`config.mk`:
```
export PLATFORM = sky130hd
export DESIGN_NAME = ext_irq_cond
export DESIGN_NICKNAME = d
export VERILOG_FILES = /design/src/rtl/eic_pkg.sv /design/src/rtl/eic_rst_sync.sv /design/src/rtl/eic_sync.sv /design/src/rtl/eic_channel.sv /design/src/rtl/eic_apb_regs.sv /design/src/rtl/ext_irq_cond.sv
export SDC_FILE = /design/constraint.sdc
export NUM_CORES = 1
export LEC_CHECK = 0
export ABC_AREA = 1
export BUFFER_PORTS_ARGS = -buffer_cell sky130_fd_sc_hd__buf_2
export CORE_MARGIN = 4
export CORE_UTILIZATION = 53
export DETAILED_ROUTE_END_ITERATION = 12
export PLACE_DENSITY = 0.94
export SYNTH_ARGS = -nofsm -noshare
export SYNTH_HDL_FRONTEND = slang
export SYNTH_SLANG_ARGS = --single-unit
export TNS_END_PERCENT = 20
```
`constraint.sdc`:
```
create_clock -name clk -period 2.4 [get_ports clk]
set_input_delay 0.6 -clock clk [delete_from_list [all_inputs] [get_ports clk]]
set_output_delay 0.6 -clock clk [all_outputs]
set_load 0.01 [all_outputs]
```
`src/rtl/eic_pkg.sv`:
```
package eic_pkg;

  typedef enum logic [1:0] {
    TRIG_HIGH = 2'b00,
    TRIG_LOW  = 2'b01,
    TRIG_RISE = 2'b10,
    TRIG_FALL = 2'b11
  } trig_e;

  // register word offsets (byte addresses)
  localparam int unsigned OFS_MODE  = 32'h00;
  localparam int unsigned OFS_CLEAR = 32'h04;
  localparam int unsigned OFS_PEND  = 32'h08;
  localparam int unsigned OFS_RAW   = 32'h0C;

endpackage

```
`src/rtl/eic_rst_sync.sv`:
```
module eic_rst_sync (
  input  logic clk,
  input  logic rst_n,
  output logic rst_sync_n
);

  logic [1:0] stg_q;

  always_ff @(posedge clk or negedge rst_n) begin
    if (!rst_n) begin
      stg_q <= 2'b00;
    end else begin
      stg_q <= {stg_q[0], 1'b1};
    end
  end

  assign rst_sync_n = stg_q[1];

endmodule

```
`src/rtl/eic_sync.sv`:
```
module eic_sync #(
  parameter int W      = 7,
  parameter int STAGES = 2
) (
  input  logic         clk,
  input  logic         rst_n,
  input  logic [W-1:0] d_async,
  output logic [W-1:0] q_sync
);

  logic [W-1:0] stg_q [STAGES];
  logic [W-1:0] stg_d [STAGES];

  always_comb begin
    stg_d[0] = d_async;
    for (int s = 1; s < STAGES; s++) begin
      stg_d[s] = stg_q[s-1];
    end
  end

  generate
    for (genvar s = 0; s < STAGES; s++) begin : g_stage
      always_ff @(posedge clk or negedge rst_n) begin
        if (!rst_n) begin
          stg_q[s] <= '0;
        end else begin
          stg_q[s] <= stg_d[s];
        end
      end
    end
  endgenerate

  assign q_sync = stg_q[STAGES-1];

endmodule

```
`src/rtl/eic_channel.sv`:
```
module eic_channel
  import eic_pkg::*;
(
  input  logic  clk,
  input  logic  rst_n,
  input  trig_e mode,
  input  logic  lvl_in,
  input  logic  clr,
  input  logic  mode_chg,
  output logic  irq
);

  logic prev_q;
  logic pend_q, pend_d;
  logic rise, fall, edge_hit;

  always_comb begin
    rise     = lvl_in & ~prev_q;
    fall     = ~lvl_in & prev_q;
    edge_hit = ((mode == TRIG_RISE) & rise) | ((mode == TRIG_FALL) & fall);
  end

  // priority: mode change, then edge, then software clear
  always_comb begin
    pend_d = pend_q;
    if (mode_chg) begin
      pend_d = 1'b0;
    end else if (edge_hit) begin
      pend_d = 1'b1;
    end else if (clr) begin
      pend_d = 1'b0;
    end
  end

  always_ff @(posedge clk or negedge rst_n) begin
    if (!rst_n) begin
      prev_q <= 1'b0;
      pend_q <= 1'b0;
    end else begin
      prev_q <= lvl_in;
      pend_q <= pend_d;
    end
  end

  always_comb begin
    unique case (mode)
      TRIG_HIGH: irq = lvl_in;
      TRIG_LOW:  irq = ~lvl_in;
      default:   irq = pend_q;
    endcase
  end

endmodule

```
`src/rtl/eic_apb_regs.sv`:
```
module eic_apb_regs
  import eic_pkg::*;
#(
  parameter int NUM_CH = 7,
  parameter int ADDR_W = 8,
  parameter int DATA_W = 32,
  localparam int MODE_W = 2 * NUM_CH
) (
  input  logic              clk,
  input  logic              rst_n,
  input  logic              psel,
  input  logic              penable,
  input  logic              pwrite,
  input  logic [ADDR_W-1:0] paddr,
  input  logic [DATA_W-1:0] pwdata,
  input  logic [NUM_CH-1:0] raw_vec,
  input  logic [NUM_CH-1:0] irq_vec,
  output logic [MODE_W-1:0] mode_q,
  output logic [NUM_CH-1:0] clr_vec,
  output logic [NUM_CH-1:0] mode_chg,
  output logic              mode_wr,
  output logic [DATA_W-1:0] prdata
);

  logic              wr_acc, rd_sel;
  logic              hit_mode, hit_clr, hit_pend, hit_raw;
  logic [MODE_W-1:0] mode_d;
  logic              mode_en;
  logic              wdata_unused;

  assign wdata_unused = ^pwdata[DATA_W-1:MODE_W];

  always_comb begin
    wr_acc   = psel & penable & pwrite;
    rd_sel   = psel & ~pwrite;
    hit_mode = (paddr == ADDR_W'(OFS_MODE));
    hit_clr  = (paddr == ADDR_W'(OFS_CLEAR));
    hit_pend = (paddr == ADDR_W'(OFS_PEND));
    hit_raw  = (paddr == ADDR_W'(OFS_RAW));
  end

  // mode register: next state and enable
  always_comb begin
    mode_en = wr_acc & hit_mode;
    mode_d  = mode_en ? pwdata[MODE_W-1:0] : mode_q;
  end

  always_ff @(posedge clk or negedge rst_n) begin
    if (!rst_n) begin
      mode_q <= '0;
    end else if (mode_en) begin
      mode_q <= mode_d;
    end
  end

  assign mode_wr = mode_en;

  generate
    for (genvar i = 0; i < NUM_CH; i++) begin : g_ctl
      assign mode_chg[i] = mode_en & (pwdata[2*i +: 2] != mode_q[2*i +: 2]);
      assign clr_vec[i]  = wr_acc & hit_clr & pwdata[i];
    end
  endgenerate

  always_comb begin
    prdata = '0;
    if (rd_sel) begin
      if (hit_mode) begin
        prdata[MODE_W-1:0] = mode_q;
      end else if (hit_pend) begin
        prdata[NUM_CH-1:0] = irq_vec;
      end else if (hit_raw) begin
        prdata[NUM_CH-1:0] = raw_vec;
      end
    end
  end

endmodule

```
`src/rtl/ext_irq_cond.sv`:
```
module ext_irq_cond
  import eic_pkg::*;
#(
  parameter int NUM_CH = 7,
  parameter int ADDR_W = 8,
  parameter int DATA_W = 32
) (
  input  logic              clk,
  input  logic              rst_n,
  input  logic              psel,
  input  logic              penable,
  input  logic              pwrite,
  input  logic [ADDR_W-1:0] paddr,
  input  logic [DATA_W-1:0] pwdata,
  output logic [DATA_W-1:0] prdata,
  input  logic [NUM_CH-1:0] irq_pin,
  output logic [NUM_CH-1:0] irq_req
);

  localparam int MODE_W = 2 * NUM_CH;

  logic              rst_sync_n;
  logic [NUM_CH-1:0] sync_q;
  logic [MODE_W-1:0] mode_q;
  logic [NUM_CH-1:0] clr_vec;
  logic [NUM_CH-1:0] mode_chg;
  logic              mode_wr;

  eic_rst_sync u_rst (
    .clk        (clk),
    .rst_n      (rst_n),
    .rst_sync_n (rst_sync_n)
  );

  eic_sync #(.W(NUM_CH), .STAGES(2)) u_sync (
    .clk     (clk),
    .rst_n   (rst_sync_n),
    .d_async (irq_pin),
    .q_sync  (sync_q)
  );

  eic_apb_regs #(.NUM_CH(NUM_CH), .ADDR_W(ADDR_W), .DATA_W(DATA_W)) u_regs (
    .clk      (clk),
    .rst_n    (rst_sync_n),
    .psel     (psel),
    .penable  (penable),
    .pwrite   (pwrite),
    .paddr    (paddr),
    .pwdata   (pwdata),
    .raw_vec  (sync_q),
    .irq_vec  (irq_req),
    .mode_q   (mode_q),
    .clr_vec  (clr_vec),
    .mode_chg (mode_chg),
    .mode_wr  (mode_wr),
    .prdata   (prdata)
  );

  generate
    for (genvar i = 0; i < NUM_CH; i++) begin : g_ch
      eic_channel u_ch (
        .clk      (clk),
        .rst_n    (rst_sync_n),
        .mode     (trig_e'(mode_q[2*i +: 2])),
        .lvl_in   (sync_q[i]),
        .clr      (clr_vec[i]),
        .mode_chg (mode_chg[i]),
        .irq      (irq_req[i])
      );
    end
  endgenerate

endmodule

```
After elaboration in Yosys (flattened, before gate mapping):

Index checks and enable logic that the tools add are counted.
W data, S select, Z words.

* register bits after elaboration: 44
* latch bits: 0
* memory bits (writable): 0
* memory bits (read-only): 0
* output and inout bits: 39
* word-level logic and storage cells: 166
* memories: 0

* add/sub/neg operators: 0
* $mul: 0
* div/mod/pow operators: 0
* magnitude comparators: 0
* equal/unequal tests: 31
* shift operators: 0
* mux-type cells: 33
* bitwise operators: 69
* reduce and logical (&&, ||, !) cells: 15

Operators with widths (number)
* $and A1 B1 Y1: 47
* $eq A2 B2 Y1 const B: 14
* $mux W7: 4
* $mux W1: 21
* $reduce_bool A3 Y1: 7
* $eq A8 B4 Y1 const B: 2
* $not A1 Y1: 15
* $eq A2 B1 Y1 const B: 7
* $logic_not A2 Y1: 7
* $mux W14: 1
* $ne A2 B2 Y1: 7
* $pmux W1 S2: 7
* $eq A8 B3 Y1 const B: 1
* $logic_not A8 Y1: 1
* $or A1 B1 Y1: 7

Longest topological paths before layout:

Gate-level depths: netlist (run 1).

* depth in word-level cells: 7
* gate-level depth with buffers: 8
* gate-level depth less buffers: 8

Modules after synthesis:

A second synthesis (run 1) with hierarchy kept.

* cell total of the unflattened synthesis: 353
* area total of the unflattened synthesis: 2552.4 µm²

By module, submodules not included
* eic_apb_regs: instances 1, cells an instance 196, area an instance 1272.5 µm²
* eic_channel: instances 7, cells an instance 20, area an instance 125.1 µm²
* eic_sync: instances 1, cells an instance 14, area an instance 350.3 µm²
* eic_rst_sync: instances 1, cells an instance 3, area an instance 53.8 µm²

Worst setup path after synthesis (run 1):

OpenSTA, ideal clock, no wires.

* kind: input-to-output
* from: input paddr[7]
* to: output prdata[1]
* data arrival time: 1.375 ns
* path slack: 0.425 ns
* stages on the path: 7
* buffers on the path: 0
* path through: nor2_2 > nand2_2 > nor2_1 > nand2_1 > nand3_1 > nand2_1 > inv_1

* longest elaborated chain between the ends: 5

Ends and longest elaborated chain
* start: declaration: RTL line ext_irq_cond.sv:13 `input logic [ADDR_W-1:0] paddr,`
* $eq A8 B4 Y1: RTL line eic_apb_regs.sv:39 `hit_raw = (paddr == ADDR_W'(OFS_RAW));`
* $mux W7: RTL line eic_apb_regs.sv:72 `end else if (hit_raw) begin`
* $mux W7: RTL line eic_apb_regs.sv:70 `end else if (hit_pend) begin`
* $mux W7 *: RTL line eic_apb_regs.sv:68 `if (hit_mode) begin`
* $mux W14 *: RTL line eic_apb_regs.sv:67 `if (rd_sel) begin`
* end: declaration: RTL line ext_irq_cond.sv:15 `output logic [DATA_W-1:0] prdata,`

Every way passes the cells marked *; elsewhere a longest branch is shown, timed or not.

Final worst setup path (run 1):

* from: input paddr[7]
* to: output prdata[7]

* longest elaborated chain between the ends: 3

Ends and longest elaborated chain
* $logic_not A8 Y1: RTL line eic_apb_regs.sv:36 `hit_mode = (paddr == ADDR_W'(OFS_MODE));`
* $mux W7: RTL line eic_apb_regs.sv:68
* $mux W14: RTL line eic_apb_regs.sv:67

No other way between the ends.

==> results of run 1 <==
## per-stage QoR
step | hold WS [ps] | setup slack, ps | power [uW] | instances
floorplan | 304.4 | 425.1 | 891.6 | 318
global placement | 8.192 | 157.3 | 922.6 | 400
detailed placement | 17.71 | 145.4 | 927.9 | 400
CTS | 23.78 | 143.1 | 1479 | 408
global route | 31.94 | 52.20 | 1536 | 408
finish | 23.28 | 151.6 | 1472 | 408
## how the worst max path moves through the flow
stage	endpoint	slack (ps)	cells past startpoint
after floorplan	prdata[1]	430	7
after global placement	prdata[7]	160	7
after detailed placement	prdata[7]	150	5
after CTS	prdata[7]	140	5
after global routing	prdata[6]	50	8
final	prdata[7]	150	7
## cells by family (layout without fill, tap and decap cells)
| logic type | count (synthesis) | count (layout) | synth area share, % |
|---|---|---|---|
| AO/OA/AOI/OAI | 32 | 32 | 8.660 |
| XOR/XNOR | 14 | 14 | 4.992 |
| buffers and inverters | 62 | 100 | 14.21 |
| flip-flops | 44 | 44 | 44.83 |
| other | 2 | 19 | 0.3058 |
| AND/OR/NAND/NOR | 147 | 147 | 27.00 |
## area by class of cell
type                            count  share of cell area [%]
Timing Repair Buffer               58                   10.82
Tap cell                           52                   2.344
Multi-Input combinational cell    212                   38.55
Clock buffer                        6                   2.615
Sequential cell                    44                   39.68
Clock inverter                      2                   1.262
Inverter                           34                   4.734
## power by group through the flow
stage / clock network, uW / registers, uW / logic, uW
after floorplan: 0 / 801 / 90.4
after global placement: 0 / 795 / 128
after detailed placement: 0 / 796 / 132
after CTS: 565 / 781 / 133
after global routing: 598 / 785 / 152
final: 558 / 782 / 133
## registers in the layout, indices dropped and copies added (netlist names)
name	flops
u_regs.mode_q	14
u_sync.stg_d	7
u_rst.stg_q	2
g_ch.u_ch.prev_q	7
g_ch.u_ch.pend_q	7
u_sync.q_sync	7
## worst max-delay path, stage by stage
cell and delay [ps]:
buf_2 100, nor2_2 100, nand2_2 120, nor2_8 220
inv_2 140, nor3_1 190, buf_2 170
## per-layer routing
layer  track usage [%]  vias to the layer above  share of wire, %
met5                 0                        -                 0
met4             5.769                        0               2.1
met3             6.265                       16                11
met2             29.37                       98                47
met1             23.56                      940                40
li1                  -                     1007                 -
## cell usage after synthesis, drive strengths merged
master	n
nand2	58
nor2	47
dfrtp	44
nand3	35
inv	33
a21oi	31
buf	28
xor2	14
nor3	7
conb	2
clkinv	1
o21ai	1
==> key figures, run 1 <==
Synthesis
  • Yosys top cell area share: 44.83%
  • Register area share after synthesis: between 40% and 50%
  • Synth warn: 0
  • FF+latch count, synth: 44
  • Synthesized area: between 2000 and 2500 sq um
  • Yosys cell types: 20
  • Post-Synthesis Cells: 301
  • Top post-synthesis cells by area: dfrtp_1, nand2_1, buf_4
  • Syn Area/Cell: roughly 8.2 sq um
  • Cell taking the most area after synthesis: dfrtp_1

GRT
  • Vias in the first global route: ~1.9k
  • Global-route wire length before repair: between 8000 and 9000 um
  • Grt ovf: 0
  • Overall Global Routing Usage: 18.42%
  • Largest net degree at the start of global routing: between 40 and 50
  • Initial antenna violation count: 0

Timing
  • Final slew viol count: 0
  • Layout Skew: ~10 ps
  • Highest clock rate: about 440 MHz
  • Worst slew pin tran: 570.9 ps
  • RSZ-0062 raised after global routing: no
  • Final setup violation count: 0
  • Sum Neg Setup Slack: 0 ps
  • Slew HR: 61.80%
  • Minimum clock period: about 2200 ps
  • Final worst path period share: between 90% and 100%
  • Final Hold Viols: 0

Critical path
  • Worst-path fanout max: 10
  • Reg-to-reg endpoint: g_ch[0].u_ch.pend_q
  • Critical Path Start Type: primary input
  • Critical Path Sink Type: primary output
  • Critical path startpoint: paddr[7]
  • R2r setup slk: about 1400 ps
  • WP data arrival: around 1700 ps
  • Crit path kind: primary input to primary output
  • Worst Reg-to-Reg Cells: 5
  • Worst r2r src: u_regs.mode_q[0]
  • Worst Path Required: about 1800 ps

Clock network
  • Clock Latency Late Sink: ~300 ps
  • Clk buf depth: 2
  • Resize count post-CTS: 0
  • Worst-path clk slew: about 80 ps
  • Clock sink count: 44
  • CTS root buf: clkbuf_8
  • Setup bufs post-CTS: 0
  • Inserted Clock Buffers: 5
  • H-Tree Depth: 2
  • CTS Hold Buffers Added: 0
  • CTS tree: yes

Route
  • Pre-antenna DRT Iters: 4
  • DRT iter0 DRCs: ~200
  • Drt drc: 0
  • Wire per inst: 12.82 um
  • Final wirelength: 5230 um
  • Via-to-Cell Ratio: a little over 5
  • Detail Route Antenna Nets: 0
  • Vias: 2061

Layout
  • Share of cells above drive strength 1: around a quarter
  • Ant. Diodes: 0
  • Most common cell after layout, fill and taps aside: nand2_1
  • Fin util: between 60% and 70%
  • Commonest non-fill, non-tap cells in the layout: nand2_1, buf_2, dfrtp_1
  • Final instance area: ~2800 sq um
  • Footprint of the multi-input gates: 1070 sq um
  • Layout Nets: approximately 410
  • # fillers: about 350
  • Layout area overhead: 12.99%
  • Register area: between 1000 and 1500 sq um

Place
  • Cell Area, Placed: 2664 sq um
  • Final HPWL DP: between 3000 and 4000 um
  • Gpl congestion: about 0.85
  • # port buffers: 54

Die
  • Initial Util: between 50 and 60%
  • Die area: 5787 sq um
  • CORE AREA: 4414 sq um
  • Row cnt: 24
  • Die extent in y: roughly 76 um
  • Die Width: ~76 um
  • IO Count: 91

Pwr
  • Peak supply drop: roughly 0.00045 V
  • Int Power: 1121 uW
  • Cell Pwr Density: 530.5 nW/um^2
  • Sw frac: 23.87%
  • NetSw: between 300 and 400 uW
  • Clk network pwr share: 37.9%
  • Flop pwr share: between 50% and 60%
  • Gate power share: under 10%
  • Leakage: between 0.0015 and 0.002 uW

Outcome
  • Run status: finished clean

Run
  • Max-cap viol count: 0

Worst hold path
  • Worst min path class: flop to async pin
Power figures use the tool's default switching activity.
==> inputs of run 2 (changes only) <==
--- a/config.mk
+++ b/config.mk
@@ -8,9 +8,9 @@
 export ABC_AREA = 1
 export BUFFER_PORTS_ARGS = -buffer_cell sky130_fd_sc_hd__buf_2
 export CORE_MARGIN = 4
-export CORE_UTILIZATION = 53
+export CORE_UTILIZATION = 30
 export DETAILED_ROUTE_END_ITERATION = 12
-export PLACE_DENSITY = 0.94
+export PLACE_DENSITY = 0.62
 export SYNTH_ARGS = -nofsm -noshare
 export SYNTH_HDL_FRONTEND = slang
 export SYNTH_SLANG_ARGS = --single-unit
==> key figures, run 2 (same netlist as run 1, synthesis figures left out) <==
Critical path
  • Worst Path Required: around 1800 ps
  • WP data arrival: 1670 ps
  • Critical Path Sink Type: primary output
  • Worst Reg-to-Reg Cells: 5
  • Worst-path fanout max: 7
  • Critical Path Start Type: primary input
  • Crit path kind: primary input to primary output

Clock network
  • Clock Latency Late Sink: roughly 290 ps
  • Resize count post-CTS: 0
  • CTS tree: yes
  • Inserted Clock Buffers: 5
  • Clk buf depth: 2
  • Worst-path clk slew: ~80 ps
  • CTS Hold Buffers Added: 0
  • H-Tree Depth: 2
  • Setup bufs post-CTS: 0
  • CTS root buf: clkbuf_8
  • Clock sink count: 44

Timing
  • Final setup violation count: 0
  • Worst slew pin tran: between 500 and 600 ps
  • Minimum clock period: 2269 ps
  • Sum Neg Setup Slack: 0 ps
  • Slew HR: between 60% and 70%
  • Final worst slack: 131.1 ps
  • Highest clock rate: ~440 MHz
  • Final Hold Viols: 0
  • Final slew viol count: 0
  • Final worst path period share: a little over nine tenths
  • RSZ-0062 raised after global routing: no
  • Layout Skew: 6.331 ps

Route
  • Met2 wire len: between 2000 and 3000 um
  • DR top layer: met4
  • Wire per inst: 12.57 um
  • Detail Route met3 WL: roughly 530 um
  • Pre-antenna DRT Iters: 4
  • Detail Route Antenna Nets: 0
  • Vias: approximately 2.0k
  • Final wirelength: slightly below 6000 um
  • Drt drc: 0
  • WL met1: 2402 um
  • Via-to-Cell Ratio: approximately 4.4
  • DRT iter0 DRCs: 85

GRT
  • Largest net degree at the start of global routing: 36
  • Grt ovf: 0
  • Global-route wire length before repair: around 9600 um
  • Overall Global Routing Usage: between 10% and 20%
  • Initial antenna violation count: 0
  • Vias in the first global route: between 1.5k and 2k

Die
  • Die area: between 9000 and 10000 sq um
  • IO Count: 91
  • Row cnt: 32
  • Die Width: between 90 and 100 um
  • CORE AREA: ~8000 sq um
  • Initial Util: 31.30%
  • Die extent in y: approximately 100 um

Place
  • Final HPWL DP: ~4300 um
  • # port buffers: 54
  • Gpl congestion: 0.7813
  • Placed cells: 453
  • Pre-CTS setup slack: between 100 and 150 ps

Layout
  • # fillers: roughly 840
  • Layout Nets: a little over 400
  • Non-filler instance count after layout: 460
  • Register area: 1101 sq um
  • Footprint of the multi-input gates: 1070 sq um
  • Ant. Diodes: 0
  • Commonest non-fill, non-tap cells in the layout: nand2_1, buf_2, dfrtp_1
  • Share of cells above drive strength 1: 27.09%
  • Most common cell after layout, fill and taps aside: nand2_1
  • Max reg flops: 14
  • Layout area overhead: 15.23%
  • Largest register by flop count: u_regs.mode_q

Outcome
  • Run status: finished clean

Worst hold path
  • Worst min path class: primary input to async pin

Run
  • Max-cap viol count: 0

Pwr
  • Cell Pwr Density: 480.4 nW/um^2
  • Peak supply drop: between 0.0002 and 0.00025 V
  • Leakage: approximately 0.0015 uW
## run 2: final timing paths
path / start / endpoint / slack (ps)
hold / removal: rst_n / u_rst.stg_q[0] / 70
max in group asynchronous: u_rst.stg_q[1] / g_ch[0].u_ch.prev_q / 1900
setup / recovery: paddr[7] / prdata[1] / 130
min in group clk: u_sync.stg_d[5] / u_sync.q_sync[5] / 350
hold reg to reg: u_rst.stg_q[1] / u_sync.stg_d[2] / 220
setup reg to reg: u_regs.mode_q[8] / g_ch[4].u_ch.pend_q / 1370
## run 2: power breakdown
part | internal, uW | switching, uW | leakage [uW] | total, uW
combinational | 50.2 | 87.6 | 0.00105 | 138
clock | 198 | 243 | 0.0000410 | 441
sequential | 764 | 17.3 | 0.000453 | 781
## run 2: per-stage QoR
stage	power [uW]	area (sq um)	hold WS, ps	utilization (%)
floorplan	891.6	2520	304.4	-
detailed placement	934.0	2749	217.6	35.03
global placement	930.8	2749	222.2	35.03
CTS	1373	2826	62.73	36.02
finish	1360	2830	68.59	36.07
global route	1428	2830	52.35	36.07
## run 2: critical path, cell delays in order
cell and delay (ps):
buf_2 100, nor2_2 110, nand2_2 140, nor2_8 200, buf_4 160, nand2_1 60
nand3_1 80, nand2_1 50, inv_1 50, buf_2 120
## run 2: area by class of cell
class / count / share of cell area (%)
clock buffer: 6 / 2.564
clock inverter: 1 / 0.1768
multi-input combinational: 212 / 37.80
sequential: 44 / 38.90
inverter: 34 / 4.642
timing repair buffer: 61 / 11.41
tap: 102 / 4.509
## run 2: layer usage
metal | global-route usage [%] | up-vias
met5 | 0 | -
met4 | 2.731 | 0
met3 | 3.255 | 5
met2 | 20.70 | 88
met1 | 15.79 | 927
li1 | - | 1014
==> inputs of run 3 (changes only) <==
--- a/config.mk
+++ b/config.mk
@@ -13,5 +13,6 @@
 export PLACE_DENSITY = 0.62
 export SYNTH_ARGS = -nofsm -noshare
 export SYNTH_HDL_FRONTEND = slang
+export SYNTH_HIERARCHICAL = 1
 export SYNTH_SLANG_ARGS = --single-unit
 export TNS_END_PERCENT = 20
==> key figures, run 3 <==
Die
  • Die area: between 10000 and 15000 sq um
  • Initial Util: about 31%
  • Die extent in y: 100.2 um
  • IO Count: between 90 and 100
  • Row cnt: 33
  • Die Width: roughly 100 um
  • CORE AREA: between 8000 and 9000 sq um

Layout
  • Ant. Diodes: 0
  • Layout area overhead: 19.19%
  • Final instance area: around 3000 sq um
  • Fin util: a little under two fifths
  • Commonest non-fill, non-tap cells in the layout: nand2_1, inv_1, buf_2
  • Most common cell after layout, fill and taps aside: nand2_1
  • Layout Nets: between 400 and 500
  • Max reg flops: 14
  • Share of cells above drive strength 1: 18.42%
  • Non-filler instance count after layout: around 520
  • Largest register by flop count: u_regs/mode_q

GRT
  • Global-route wire length before repair: between 10000 and 15000 um
  • Largest net degree at the start of global routing: 43
  • Grt ovf: 0
  • Overall Global Routing Usage: 12.67%
  • Initial antenna violation count: 0
  • Vias in the first global route: 2111

Run
  • Max-cap viol count: 0

Timing
  • Layout Skew: 9.428 ps
  • Slew HR: 37.54%
  • Final worst slack: between 150 and 200 ps
  • Final Hold Viols: 0
  • Final worst path period share: between 90% and 100%
  • Highest clock rate: between 400 and 500 MHz
  • Sum Neg Setup Slack: 0 ps
  • Minimum clock period: 2249 ps
  • Final setup violation count: 0
  • RSZ-0062 raised after global routing: no
  • Final slew viol count: 0
  • Worst slew pin tran: between 900 and 1000 ps

Clock network
  • CTS tree: yes
  • Clock Latency Late Sink: about 300 ps
  • Setup bufs post-CTS: 0
  • H-Tree Depth: 2
  • Clk buf depth: 2
  • Inserted Clock Buffers: 5
  • CTS root buf: clkbuf_8
  • CTS Hold Buffers Added: 0
  • Resize count post-CTS: 0
  • Clock sink count: 44
  • Worst-path clk slew: roughly 80 ps

Worst hold path
  • Worst min path class: primary input to async pin

Place
  • # port buffers: 54
  • Placed cells: between 500 and 600
  • Pre-CTS setup slack: ~140 ps
  • Final HPWL DP: between 4000 and 5000 um
  • Cell Area, Placed: approximately 2900 sq um
  • Gpl congestion: 0.7939

Synthesis
  • Synth warn: 6
  • Syn Area/Cell: slightly above 7 sq um
  • Synthesized area: roughly 2500 sq um
  • Post-Synthesis Cells: between 300 and 400

Outcome
  • Run status: finished clean

Critical path
  • WP data arrival: between 1500 and 2000 ps
  • Worst path cell trace: buf_2, nor2_2, nand2_1, nor2_2, buf_4, a21oi_1, nand2_1, inv_1, buf_2
  • Critical Path Start Type: primary input
  • Crit path kind: primary input to primary output
  • Worst Path Required: between 1500 and 2000 ps
  • Slowest-stage cell, CP: buf_4
  • Worst-path fanout max: 8
  • Max incr delay on CP: ~210 ps
  • Critical Path Sink Type: primary output

Route
  • Wire per inst: 11.68 um
  • Pre-antenna DRT Iters: 4
  • DRT iter0 DRCs: 140
  • Vias: about 2.3k
  • Final wirelength: a little over 6000 um
  • Via-to-Cell Ratio: ~4.3
  • Detail Route Antenna Nets: 0
  • Drt drc: 0

Pwr
  • Peak supply drop: between 0.0002 and 0.00025 V
  • Leakage: 0.001631 uW
  • Clk network pwr share: between 30% and 40%
  • Flop pwr share: 55.6%
  • Int Power: 1089 uW
  • Gate power share: 9.4%
  • NetSw: around 360 uW
  • Sw frac: approximately 25%
  • Cell Pwr Density: between 400 and 500 nW/um^2
==> run 3: power groups by stage <==
stage	clock, uW	sequential [uW]	combinational [uW]
2_1_floorplan	0	810	100
4_1_cts	526	806	137
3_5_place_dp	0	821	136
3_3_place_gp	0	820	133
6_report	506	805	136
5_1_grt	551	813	154
==> run 3: critical path: cells and delay by family <==
kind / cells / cell delay (ps)
and+or+nand+nor: 4 / 500
AOI/OAI and AO/OA: 1 / 70
buffers and inverters: 4 / 490
==> run 3: final cells by class <==
cell class,count,area (sq um)
Fill cell,886,5220
Timing Repair Buffer,65,365.4
Tap cell,105,131.4
Clock buffer,8,100.1
Inverter,69,259.0
Sequential cell,44,1102
Multi-Input combinational cell,232,1080
==> run 3: through the flow <==
step                      hold slack (ps)  power [uW]
after floorplan                     304.4       909.8
after detailed placement            334.7       956.6
after global placement              332.8       953.0
after global routing                56.85        1517
after CTS                           57.54        1469
final                               68.35        1447
==> run 3: layer usage <==
layer,up-vias,track usage [%],routed length [um],share of wire (%)
met2,66,21.92,3019,49
met3,7,2.015,342,5.6
met5,-,0,0,0
li1,1144,-,-,-
met4,0,3.627,76,1.2
met1,1050,16.32,2670,44
==> run 3: worst paths after layout <==
kind	cells past startpoint	startpoint	endpoint	slack (ps)
min in group clk	0	u_sync/stg_d[1]	u_sync/q_sync[1]	350
worst min register to register	0	u_sync/stg_d[1]	u_sync/q_sync[1]	350
worst max-delay path	9	paddr[1]	prdata[6]	150
max in group asynchronous	0	u_rst/stg_q[1]	u_regs/mode_q[12]	1390
worst max register to register	5	u_regs/mode_q[1]	g_ch[0].u_ch/pend_q	1360
worst min-delay path	1	rst_n	u_rst/stg_q[0]	70
